File: config.mk
export PLATFORM = sky130hd
export DESIGN_NAME = xs_status_latch
export DESIGN_NICKNAME = d
export VERILOG_FILES = /design/src/rtl/xs_pkg.sv /design/src/rtl/xs_chg_detect.sv /design/src/rtl/xs_hold_ctrl.sv /design/src/rtl/xs_status_latch.sv
export SDC_FILE = /design/constraint.sdc
export NUM_CORES = 1
export LEC_CHECK = 0
export ABC_AREA = 1
export ABC_CLOCK_PERIOD_IN_PS = 1500
export BUFFER_PORTS_ARGS = -buffer_cell sky130_fd_sc_hd__buf_2
export CORE_MARGIN = 4
export CORE_UTILIZATION = 44
export DETAILED_ROUTE_END_ITERATION = 8
export PLACE_DENSITY = 0.77
export RECOVER_POWER = 50
export SYNTH_ARGS = -nofsm -noshare
export SYNTH_HDL_FRONTEND = slang
export SYNTH_SLANG_ARGS = --single-unit
File: constraint.sdc
create_clock -name clk -period 1.5 [get_ports clk]
set_input_delay 0.3 -clock clk [delete_from_list [all_inputs] [get_ports clk]]
set_output_delay 0.3 -clock clk [all_outputs]
set_load 0.02 [all_outputs]
File: src/rtl/xs_pkg.sv
package xs_pkg;
  localparam int STATUS_W  = 8;
  localparam int WATCH_N   = 5;
  localparam int WATCH_LSB = 3;
  localparam int RX_BIT    = 0;
  localparam int TMR_BIT   = 1;
  localparam int TX_BIT    = 2;
  localparam logic [STATUS_W-1:0] EVT_MASK = 8'hFA;
endpackage

File: src/rtl/xs_chg_detect.sv
module xs_chg_detect #(
  parameter int N = 5
) (
  input  logic         clk,
  input  logic         rst_n,
  input  logic [N-1:0] cur,
  output logic [N-1:0] chg
);
  logic primed;

  always_ff @(posedge clk or negedge rst_n) begin
    if (!rst_n) primed <= 1'b0;
    else        primed <= 1'b1;
  end

  genvar g;
  generate
    for (g = 0; g < N; g++) begin : g_bit
      logic prev;
      always_ff @(posedge clk or negedge rst_n) begin
        if (!rst_n) prev <= 1'b0;
        else        prev <= cur[g];
      end
      assign chg[g] = primed & (prev ^ cur[g]);
    end
  endgenerate


  no_first_chg_chk: assert property (@(posedge clk) disable iff (!rst_n)
    !primed |-> chg == '0);
endmodule

File: src/rtl/xs_hold_ctrl.sv
module xs_hold_ctrl
  import xs_pkg::*;
#(
  parameter int N = WATCH_N
) (
  input  logic                clk,
  input  logic                rst_n,
  input  logic [N-1:0]        cur,
  input  logic [N-1:0]        chg,
  input  logic [STATUS_W-1:0] cond_en,
  input  logic                tmr_zero,
  input  logic                rst_status,
  output logic                held,
  output logic [N-1:0]        snap,
  output logic                tmr_flag
);
  localparam int LSB = WATCH_LSB;

  logic [N-1:0] watch_en;
  logic         tmr_ev;
  logic         evt;

  assign watch_en = cond_en[LSB +: N];
  assign tmr_ev   = tmr_zero & cond_en[TMR_BIT];
  assign evt      = (|(chg & watch_en)) | tmr_ev;

  always_ff @(posedge clk or negedge rst_n) begin
    if (!rst_n) begin
      held <= 1'b0;
      snap <= '0;
    end else if (evt && (!held || rst_status)) begin
      held <= 1'b1;
      snap <= cur;
    end else if (rst_status) begin
      held <= 1'b0;
    end
  end

  always_ff @(posedge clk or negedge rst_n) begin
    if (!rst_n) tmr_flag <= 1'b0;
    else        tmr_flag <= (tmr_flag & ~rst_status) | tmr_ev;
  end


  pend_hold_chk: assert property (@(posedge clk) disable iff (!rst_n)
    held && !rst_status |=> held);

  snap_frozen_chk: assert property (@(posedge clk) disable iff (!rst_n)
    held && !rst_status |=> $stable(snap));

  release_chk: assert property (@(posedge clk) disable iff (!rst_n)
    rst_status && !evt |=> !held);

  tmr_gate_chk: assert property (@(posedge clk) disable iff (!rst_n)
    !tmr_flag && !(tmr_zero && cond_en[TMR_BIT]) |=> !tmr_flag);

  idle_chk: assert property (@(posedge clk) disable iff (!rst_n)
    !held && ((cond_en & EVT_MASK) == '0) |=> !held);
endmodule

File: src/rtl/xs_status_latch.sv
module xs_status_latch
  import xs_pkg::*;
(
  input  logic                clk,
  input  logic                rst_n,
  input  logic                rx_avail,
  input  logic                tx_empty,
  input  logic                cd_in,
  input  logic                sync_in,
  input  logic                cts_in,
  input  logic                txund_in,
  input  logic                brk_in,
  input  logic                tmr_zero,
  input  logic [STATUS_W-1:0] cond_en,
  input  logic                master_en,
  input  logic                rst_status,
  output logic [STATUS_W-1:0] status,
  output logic                irq
);
  localparam int N   = WATCH_N;
  localparam int LSB = WATCH_LSB;

  logic [N-1:0] cur, chg, snap, watch_en, shown;
  logic         held, tmr_flag;

  assign cur      = {brk_in, txund_in, cts_in, sync_in, cd_in};
  assign watch_en = cond_en[LSB +: N];

  xs_chg_detect #(.N(N)) chg_i (
    .clk(clk), .rst_n(rst_n), .cur(cur), .chg(chg)
  );

  xs_hold_ctrl #(.N(N)) hold_i (
    .clk(clk), .rst_n(rst_n), .cur(cur), .chg(chg), .cond_en(cond_en),
    .tmr_zero(tmr_zero), .rst_status(rst_status), .held(held),
    .snap(snap), .tmr_flag(tmr_flag)
  );

  genvar g;
  generate
    for (g = 0; g < N; g++) begin : g_mux
      assign shown[g] = (held && watch_en[g]) ? snap[g] : cur[g];
    end
  endgenerate

  always_comb begin
    status          = '0;
    status[RX_BIT]  = rx_avail;
    status[TX_BIT]  = tx_empty;
    status[TMR_BIT] = tmr_flag;
    status[LSB +: N] = shown;
  end

  assign irq = held & master_en;


  irq_mask_chk: assert property (@(posedge clk) disable iff (!rst_n)
    !master_en |-> !irq);

  pass_chk: assert property (@(posedge clk) disable iff (!rst_n)
    status[RX_BIT] == rx_avail && status[TX_BIT] == tx_empty);
endmodule

==> PnR_summary.wiki, run 1 <==
{| class="wikitable"
! Metric !! Value
|-
| Max IR drop VDD || ~810 µV
|-
| Place WS || about 0.23 ns
|-
| Area of the die || between 2000 and 2500 µm²
|-
| Gate Count Post-Synth || between 80 and 90
|-
| Synth area leaders || sky130_fd_sc_hd__dfrtp_1, sky130_fd_sc_hd__nand2_1, sky130_fd_sc_hd__inv_1, sky130_fd_sc_hd__nand4_1, sky130_fd_sc_hd__a21oi_1
|-
| Number of nets in the layout || around 130
|-
| Crit path launch type || register
|-
| Simple-gate share of the synthesized area || 35.1%
|-
| CTS tree || built
|-
| Post-synth cell types || 16
|-
| Start point of the worst hold path || txund_in
|-
| Xor and xnor fraction of the mapped netlist area || 0%
|-
| Critical Path Start || hold_i.held
|-
| Residual DRC || 0
|-
| Fraction of the mapped netlist area in adder cells || 0%
|-
| X dimension of the die || roughly 47 µm
|-
| Placer congestion estimate || about 0.74
|-
| Total length of routed wires || between 1000 and 1500 µm
|-
| Number of synthesized flops with an enable pin || 0
|-
| Combined global-route utilization of all metal layers || ~14%
|-
| Number of search-and-repair iterations in the first detailed-routing pass || 4
|-
| Layout overhead on the synthesized area || 24.5%
|-
| Share of the synthesized area in the top cell type || 49.3%
|-
| Fin crit period || 1.50 ns
|-
| Final setup TNS || -0.000147 ns
|-
| Mean instance size in the synthesized netlist || around 7.8 µm²
|-
| Max_slew headroom || 53.8%
|-
| Period utilization || 100%
|-
| Sequential share of the synthesized area || around half
|-
| Maximum buffer depth of the clock tree || 2
|-
| Leftover overflow at the end of global routing || 0
|-
| Arrival time at the worst endpoint || approximately 1.2 ns
|-
| Number of pins exceeding their max-slew limit in the final report || 0
|-
| Minimum setup slack in the final design || -0.000147 ns
|-
| Post-detailed-route count of antenna-violating nets || 0
|-
| Library cell with the highest instance count after synthesis || sky130_fd_sc_hd__nand2_1
|-
| Initial antenna violation count || 0
|-
| Maximum operating frequency || 667 MHz
|-
| Outcome || finished with violations
|-
| Maximum net fanout on the critical path || 8
|-
| Number of setup violations in the final report || 1
|-
| Count of vias placed by the detailed router || between 600 and 700
|-
| Startpoint of the worst-slack reg-to-reg timing path || chg_i.g_bit[3].prev
|-
| Largest net degree at the start of global routing || 14
|-
| Nets in the synthesized netlist || 104
|-
| Antenna diodes || 0
|-
| Slew @ Worst Pin || 0.694 ns
|-
| Failing checks || negative setup slack
|-
| Worst-case reg-to-reg path depth || 9
|-
| Fraction of layout instances using a drive strength above 1 || between 20% and 30%
|-
| Main combinational cell family by area after synthesis || simple AND/OR/NAND/NOR gates
|-
| Critical path capture point type || output port
|-
| Average detailed-routed wire length per instance || between 10 and 15 µm
|-
| Ys async rst share || 100%
|-
| Post-synthesis compound-gate area fraction || under 10%
|-
| Core Area || between 1000 and 1500 µm²
|-
| #FFs+latches synth || 13
|-
| Number of buffers created by CTS || 3
|-
| Detailed-placement wirelength estimate || between 1000 and 1500 µm
|-
| DRC violation total after the first TritonRoute iteration || 13
|-
| Required time of the critical path || roughly 1.2 ns
|-
| Wire length of the first global-routing pass || 2120 µm
|-
| Count of warnings emitted by yosys || 0
|-
| Path category of the worst min-delay check || in2reg
|-
| R2r endpoint || hold_i.snap[0]
|-
| # port buffers || 22
|-
| Share of synthesized area spent on multiplexers || 0%
|-
| Class of the most critical setup path || reg2out
|-
| Clock edge transition at the registers on the reported setup and hold paths || ~0.08 ns
|-
| Skew-Pair Late Insertion Delay || roughly 0.27 ns
|-
| # Max-Cap Violations || 0
|-
| Starting Density || 48.8%
|-
| Power density over cell area || 1080 nW/µm²
|-
| Clock root cell || sky130_fd_sc_hd__clkbuf_4
|-
| Dominant synthesized flop cell || sky130_fd_sc_hd__dfrtp_1
|-
| Floorplan row count || 13
|-
| Combined area of all synthesized cells || 659 µm²
|-
| Die span in y || about 47 µm
|-
| RSZ-0062 raised after global routing || yes
|-
| Number of vias per cell after detailed routing || 5.02
|-
| Final hold vios || 0
|-
| H-tree depth || 1
|-
| Synth top cells by count || sky130_fd_sc_hd__nand2_1, sky130_fd_sc_hd__dfrtp_1, sky130_fd_sc_hd__inv_1
|-
| Leak pwr || between 0.4 and 0.5 nW
|-
| Slack of the worst reg-to-reg path || between 0.3 and 0.4 ns
|-
| Number of global-route vias before repair || 537
|-
| Filler cells || between 100 and 150
|-
| I/O pin count || 29
|-
| Largest area contributor in the synthesized netlist || sky130_fd_sc_hd__dfrtp_1
|-
| Worst Clk Skew || roughly 0.0078 ns
|-
| Clock net sink count || 13
|-
| Timing endpoint of the critical path || status[3]
|}
==> kinds of logic after synthesis <==
family | after synthesis
and+or+nand+nor | 49
buffers and inverters | 15
DFF | 13
AOI/OAI and AO/OA | 6
other | 1
==> report_power, final <==
part / switching (mW) / internal [mW]
clock network: 0.103 / 0.103
registers: 0.0369 / 0.397
logic: 0.148 / 0.100
total: 0.288 / 0.599
==> metrics by stage <==
stage | instances | total power [mW] | hold WS [ns] | instance area, µm² | util [%]
global placement | 117 | 0.655 | 0.197 | 762 | 56.4
global route | 123 | 0.944 | 0.188 | 821 | 60.8
CTS | 122 | 0.870 | 0.172 | 800 | 59.2
finish | 123 | 0.887 | 0.189 | 821 | 60.8
detailed placement | 117 | 0.661 | 0.198 | 762 | 56.4
floorplan | 84 | 0.588 | 0.00441 | 659 | -
==> cell usage in the layout (no fill, tap or decap) <==
master / instances
sky130_fd_sc_hd__a21oi_2: 1
sky130_fd_sc_hd__nor2_1: 3
sky130_fd_sc_hd__nand2_1: 28
sky130_fd_sc_hd__nand3_4: 1
sky130_fd_sc_hd__clkbuf_4: 3
sky130_fd_sc_hd__dfrtp_2: 1
sky130_fd_sc_hd__dlygate4sd3_1: 1
sky130_fd_sc_hd__conb_1: 1
sky130_fd_sc_hd__nand2_4: 1
sky130_fd_sc_hd__clkbuf_1: 7
sky130_fd_sc_hd__buf_2: 12
sky130_fd_sc_hd__buf_4: 5
sky130_fd_sc_hd__nor2_2: 2
sky130_fd_sc_hd__dfrtp_1: 12
sky130_fd_sc_hd__a31oi_1: 1
sky130_fd_sc_hd__nand3_1: 5
sky130_fd_sc_hd__inv_1: 11
sky130_fd_sc_hd__nand4_1: 5
sky130_fd_sc_hd__or2_1: 1
sky130_fd_sc_hd__a21oi_1: 4
sky130_fd_sc_hd__nand2_2: 3
==> registers in the layout, summed over array words and instances (netlist names) <==
signal / flops
hold_i.snap: 5
chg_i.primed: 1
hold_i.tmr_flag: 1
hold_i.held: 1
chg_i.g_bit.prev: 5
==> cell type report <==
| cell class | count | area [µm²] | share of cell area, % |
|---|---|---|---|
| clock buffer | 4 | 26.3 | 3.20 |
| tap | 15 | 18.8 | 2.29 |
| inverter | 11 | 41.3 | 5.03 |
| multi-input combinational | 56 | 278 | 33.8 |
| timing repair buffer | 24 | 130 | 15.9 |
| sequential | 13 | 327 | 39.8 |
==> worst min-delay path by stage <==
stage | to | slack [ns] | cells past startpoint
floorplan | chg_i.g_bit[0].prev | 0.004 | 0
global route | chg_i.g_bit[2].prev | 0.19 | 1
global placement | chg_i.g_bit[2].prev | 0.20 | 1
detailed placement | chg_i.g_bit[2].prev | 0.20 | 1
CTS | chg_i.g_bit[3].prev | 0.17 | 1
finish | chg_i.g_bit[3].prev | 0.19 | 1
==> per-layer routing <==
layer | vias to the layer above | part of all wire (%) | track usage [%]
met2 | 16 | 49 | 23.9
li1 | 312 | - | -
met3 | 2 | 7.4 | 5.86
met4 | 0 | 0.81 | 3.31
met5 | - | 0 | 0
met1 | 288 | 42 | 15.6
==> worst max-delay path, cell delays in order, from the launching register on <==
cell and delay [ns]:
sky130_fd_sc_hd__dfrtp_2 0.49, sky130_fd_sc_hd__nand2_1 0.11, sky130_fd_sc_hd__nor2_1 0.04, sky130_fd_sc_hd__a21oi_1 0.13, sky130_fd_sc_hd__buf_4 0.16
==> repair_timing <==
action,CTS,global route
gates resized for setup,1,8
buffers inserted,0,1
setup endpoints to repair,5,4
endpoints found under the hold margin,13,0
hold buffers,1,0
gates cloned,0,0
No activity file was read; power rests on OpenSTA's default activity.
==> run 2: changes to the inputs <==
ABC_AREA = default   (was 1)
CORE_UTILIZATION = 45   (was 44)
PLACE_DENSITY = 0.78   (was 0.77)
==> run 2 against run 1 <==
  * The flow still finishes with violations (negative setup slack)
  * Largest cell class is now multi-input combinational cells
  * Global-route usage up 6.0 points
  * Hold slack improved by 0.029 ns
  * Sequential power rose by 3%
  * Clock-buffer cell count did not move
  * Critical endpoint is now status[6]
==> PnR_summary.wiki, run 2 <==
{| class="wikitable"
! Metric !! Value
|-
| Outcome || finished with violations
|-
| Failing checks || negative setup slack
|-
| Count of vias placed by the detailed router || 720 (+17%)
|-
| Share of total power in sequential cells || 43.5% (-5.4 points)
|-
| Clock net sink count || 13 (unchanged)
|-
| Antenna diodes || 0 (unchanged)
|-
| Slew @ Worst Pin || 0.706 ns (+0.0125 ns)
|-
| Number of vias per cell after detailed routing || 6.00 (+19%)
|-
| Proportion of total power due to net switching || 33.0% (+0.52 points)
|-
| Path category of the worst min-delay check || in2reg
|-
| Period utilization || 106% (+6.5 points)
|-
| Initial antenna violation count || 0 (unchanged)
|-
| Dominant synthesized flop cell || sky130_fd_sc_hd__dfrtp_1
|-
| # port buffers || 22 (unchanged)
|-
| Synth area leaders || sky130_fd_sc_hd__dfrtp_1, sky130_fd_sc_hd__mux2_2, sky130_fd_sc_hd__xor2_1, sky130_fd_sc_hd__nand2_1, sky130_fd_sc_hd__o2111ai_1
|-
| Final setup TNS || -0.460 ns (-0.460 ns)
|-
| Biggest regs || chg_i.g_bit.prev: 5 flops, hold_i.snap: 5 flops
|-
| Share of the synthesized area in the top cell type || 46.4% (-2.9 points)
|-
| Largest area contributor in the synthesized netlist || sky130_fd_sc_hd__dfrtp_1
|-
| Number of buffers created by CTS || 3 (unchanged)
|-
| Fin crit period || 1.60 ns (+0.0971 ns)
|-
| Instance area after placement || 852 µm² (+12%)
|-
| Leftover overflow at the end of global routing || 0 (unchanged)
|-
| Critical Path Start || hold_i.held
|-
| Max IR drop VDD || 816 µV (+0.78%)
|-
| Number of search-and-repair iterations in the first detailed-routing pass || 4 (unchanged)
|-
| Number of pins exceeding their max-slew limit in the final report || 0 (unchanged)
|-
| # Max-Cap Violations || 0 (unchanged)
|-
| Final Cell Area || 976 µm² (+19%)
|-
| Final hold vios || 0 (unchanged)
|-
| Die span in y || 47.5 µm (+1.6%)
|-
| Clock edge transition at the registers on the reported setup and hold paths || 0.08 ns (about the same)
|-
| Place WS || 0.00272 ns (-0.229 ns)
|-
| Met3 Routed Length || 180 µm (+80%)
|-
| Synth top cells by count || sky130_fd_sc_hd__dfrtp_1, sky130_fd_sc_hd__nand2_1, sky130_fd_sc_hd__nand3_1, sky130_fd_sc_hd__o21ai_0
|-
| Required time of the critical path || 1.20 ns (about the same)
|-
| Post-synth cell types || 22 (+6)
|-
| Number of global-route vias before repair || 628 (+17%)
|-
| Number of nets in the layout || 126 (-2.3%)
|-
| #FFs+latches synth || 13 (unchanged)
|-
| Minimum hold slack || 0.219 ns (+0.0295 ns)
|-
| Leak pwr || 0.456 nW (about the same)
|-
| Crit path launch type || register
|-
| Combined area of all synthesized cells || 701 µm² (+6.3%)
|-
| Nets in the synthesized netlist || 91 (-13%)
|-
| Core Area || 1380 µm² (+2.4%)
|-
| Ys async rst share || 100% (unchanged)
|-
| Residual DRC || 0 (unchanged)
|-
| Startpoint of the worst-slack reg-to-reg timing path || hold_i.held
|-
| Mean instance size in the synthesized netlist || 9.87 µm² (+26%)
|-
| Power density over cell area || 1050 nW/µm² (-2.6%)
|-
| Placer congestion estimate || 0.762 (+3.2%)
|-
| Number of synthesized flops with an enable pin || 0 (unchanged)
|-
| Maximum net fanout on the critical path || 7 (-1)
|-
| Starting Density || 50.7% (+1.8 points)
|-
| Total length of routed wires || 2050 µm (+51%)
|-
| Sequential share of the synthesized area || 46.4% (-2.9 points)
|-
| Layout overhead on the synthesized area || 39.3%
|-
| Routed metal-1 wirelength || 836 µm (+46%)
|-
| Net Sw Power || 339 µW (+18%)
|-
| Worst Clk Skew || 0.00235 ns (-0.00547 ns)
|-
| Average detailed-routed wire length per instance || 17.1 µm (+55%)
|-
| Maximum buffer depth of the clock tree || 2 (unchanged)
|-
| Largest net degree at the start of global routing || 14 (unchanged)
|-
| Fraction of layout instances using a drive strength above 1 || 40.0% (+13 points)
|-
| Max Used Layer || met4
|-
| Met2 WL post-DR || 1010 µm (+51%)
|-
| I/O pin count || 29 (unchanged)
|-
| Filler cells || 96 (-21%)
|-
| Wire length of the first global-routing pass || 3040 µm (+44%)
|-
| RSZ-0062 raised after global routing || yes
|-
| Library cell with the highest instance count after synthesis || sky130_fd_sc_hd__dfrtp_1
|-
| H-tree depth || 1 (unchanged)
|-
| Comb power frac || 34.9% (+7.0 points)
|-
| Maximum operating frequency || 626 MHz (-6.1%)
|-
| Detailed-placement wirelength estimate || 1260 µm (+21%)
|-
| Count of warnings emitted by yosys || 0 (unchanged)
|-
| Arrival time at the worst endpoint || 1.30 ns (+0.10 ns)
|-
| Gate Count Post-Synth || 71 (-15%)
|-
| Internal portion of total power || 689 µW (+15%)
|-
| Skew-Pair Late Insertion Delay || 0.28 ns (about the same)
|-
| CTS tree || built
|-
| Critical path capture point type || output port
|-
| Minimum setup slack in the final design || -0.0973 ns (-0.0971 ns)
|-
| X dimension of the die || 47.5 µm (+1.6%)
|-
| Most frequent standard cell in the layout excluding fill and tap cells || sky130_fd_sc_hd__buf_2
|-
| Clock root cell || sky130_fd_sc_hd__clkbuf_4
|-
| Floorplan row count || 13 (unchanged)
|-
| Start point of the worst hold path || cts_in
|-
| Post-detailed-route count of antenna-violating nets || 0 (unchanged)
|-
| Area of the die || 2250 µm² (+3.2%)
|-
| Overall power after layout || 1.03 mW (+16%)
|-
| Highest-count cells in the layout ignoring fill and taps || sky130_fd_sc_hd__buf_2, sky130_fd_sc_hd__dfrtp_1, sky130_fd_sc_hd__buf_4
|-
| DRC violation total after the first TritonRoute iteration || 47 (+34)
|-
| Class of the most critical setup path || reg2out
|-
| Part of the power in the clock network || 21.6% (-1.6 points)
|-
| Max_slew headroom || 52.9% (-0.83 points)
|-
| Number of setup violations in the final report || 5 (+4)
|-
| Combined global-route utilization of all metal layers || 19.7% (+6.0 points)
|}
-- run 2: changes by cell type after synthesis, moves of 5 or more --
cell and change:
sky130_fd_sc_hd__nand2_1 -20, sky130_fd_sc_hd__inv_1 -9, sky130_fd_sc_hd__o21ai_0 +6, sky130_fd_sc_hd__mux2_2 +5, sky130_fd_sc_hd__xor2_1 +5
-- run 2: per-layer routing --
metal / vias up / GRT usage (%)
met1: 338 / 26.9
met4: 0 / 6.08
met3: 4 / 6.77
li1: 327 / -
met5: - / 0
met2: 51 / 29.4
-- run 2: repair_timing --
action,4_1_cts,5_1_grt
hold endpoints to repair,13,0
hold buffers,1,0
pin swaps,5,7
endpoints found under the setup margin,5,10
buffers inserted,1,3
gates resized for setup,16,7
-- run 2: worst max-delay path, stage by stage (launching register included) --
cell	delay, ns
sky130_fd_sc_hd__dfrtp_2	0.49
sky130_fd_sc_hd__nand2_2	0.10
sky130_fd_sc_hd__mux2_4	0.30
sky130_fd_sc_hd__buf_6	0.13
-- run 2: power groups by stage --
stage | Combinational [mW] | Sequential (mW) | Clock [mW]
floorplan | 0.180 | 0.432 | 0
finish | 0.358 | 0.447 | 0.222
detailed placement | 0.271 | 0.447 | 0
global placement | 0.263 | 0.442 | 0
CTS | 0.329 | 0.441 | 0.225
global route | 0.382 | 0.451 | 0.243
-- run 2: worst paths after layout --
path / end / slack, ns / cells after the start
min in group asynchronous: chg_i.primed / 0.57 / 2
max in group asynchronous: hold_i.held / 0.43 / 2
hold / removal: chg_i.g_bit[2].prev / 0.22 / 1
setup reg to reg: hold_i.snap[1] / 0.01 / 5
setup / recovery: status[6] / -0.1 / 3
hold reg to reg: hold_i.tmr_flag / 0.52 / 2
-- run 2: through the flow --
stage / util [%] / instances
floorplan: - / 71
global placement: 61.6 / 111
detailed placement: 61.6 / 111
CTS: 68.5 / 117
global route: 70.6 / 120
finish: 70.6 / 120
-- run 2: cell type report --
type                            instances  area [µm²]  share of cell area [%]
Clock buffer                            4        26.3                    2.69
Inverter                                2        7.51                   0.769
Timing Repair Buffer                   33         214                    21.9
Sequential cell                        13         327                    33.5
Tap cell                               15        18.8                    1.92
Multi-Input combinational cell         53         383                    39.2
-- run 2: cells by family after synthesis --
group | synth area share, %
AO/OA/AOI/OAI | 15.9
XOR/XNOR | 6.25
buffers and inverters | 4.29
flip-flops | 46.4
multiplexers | 8.04
other | 0.535
AND/OR/NAND/NOR | 18.6
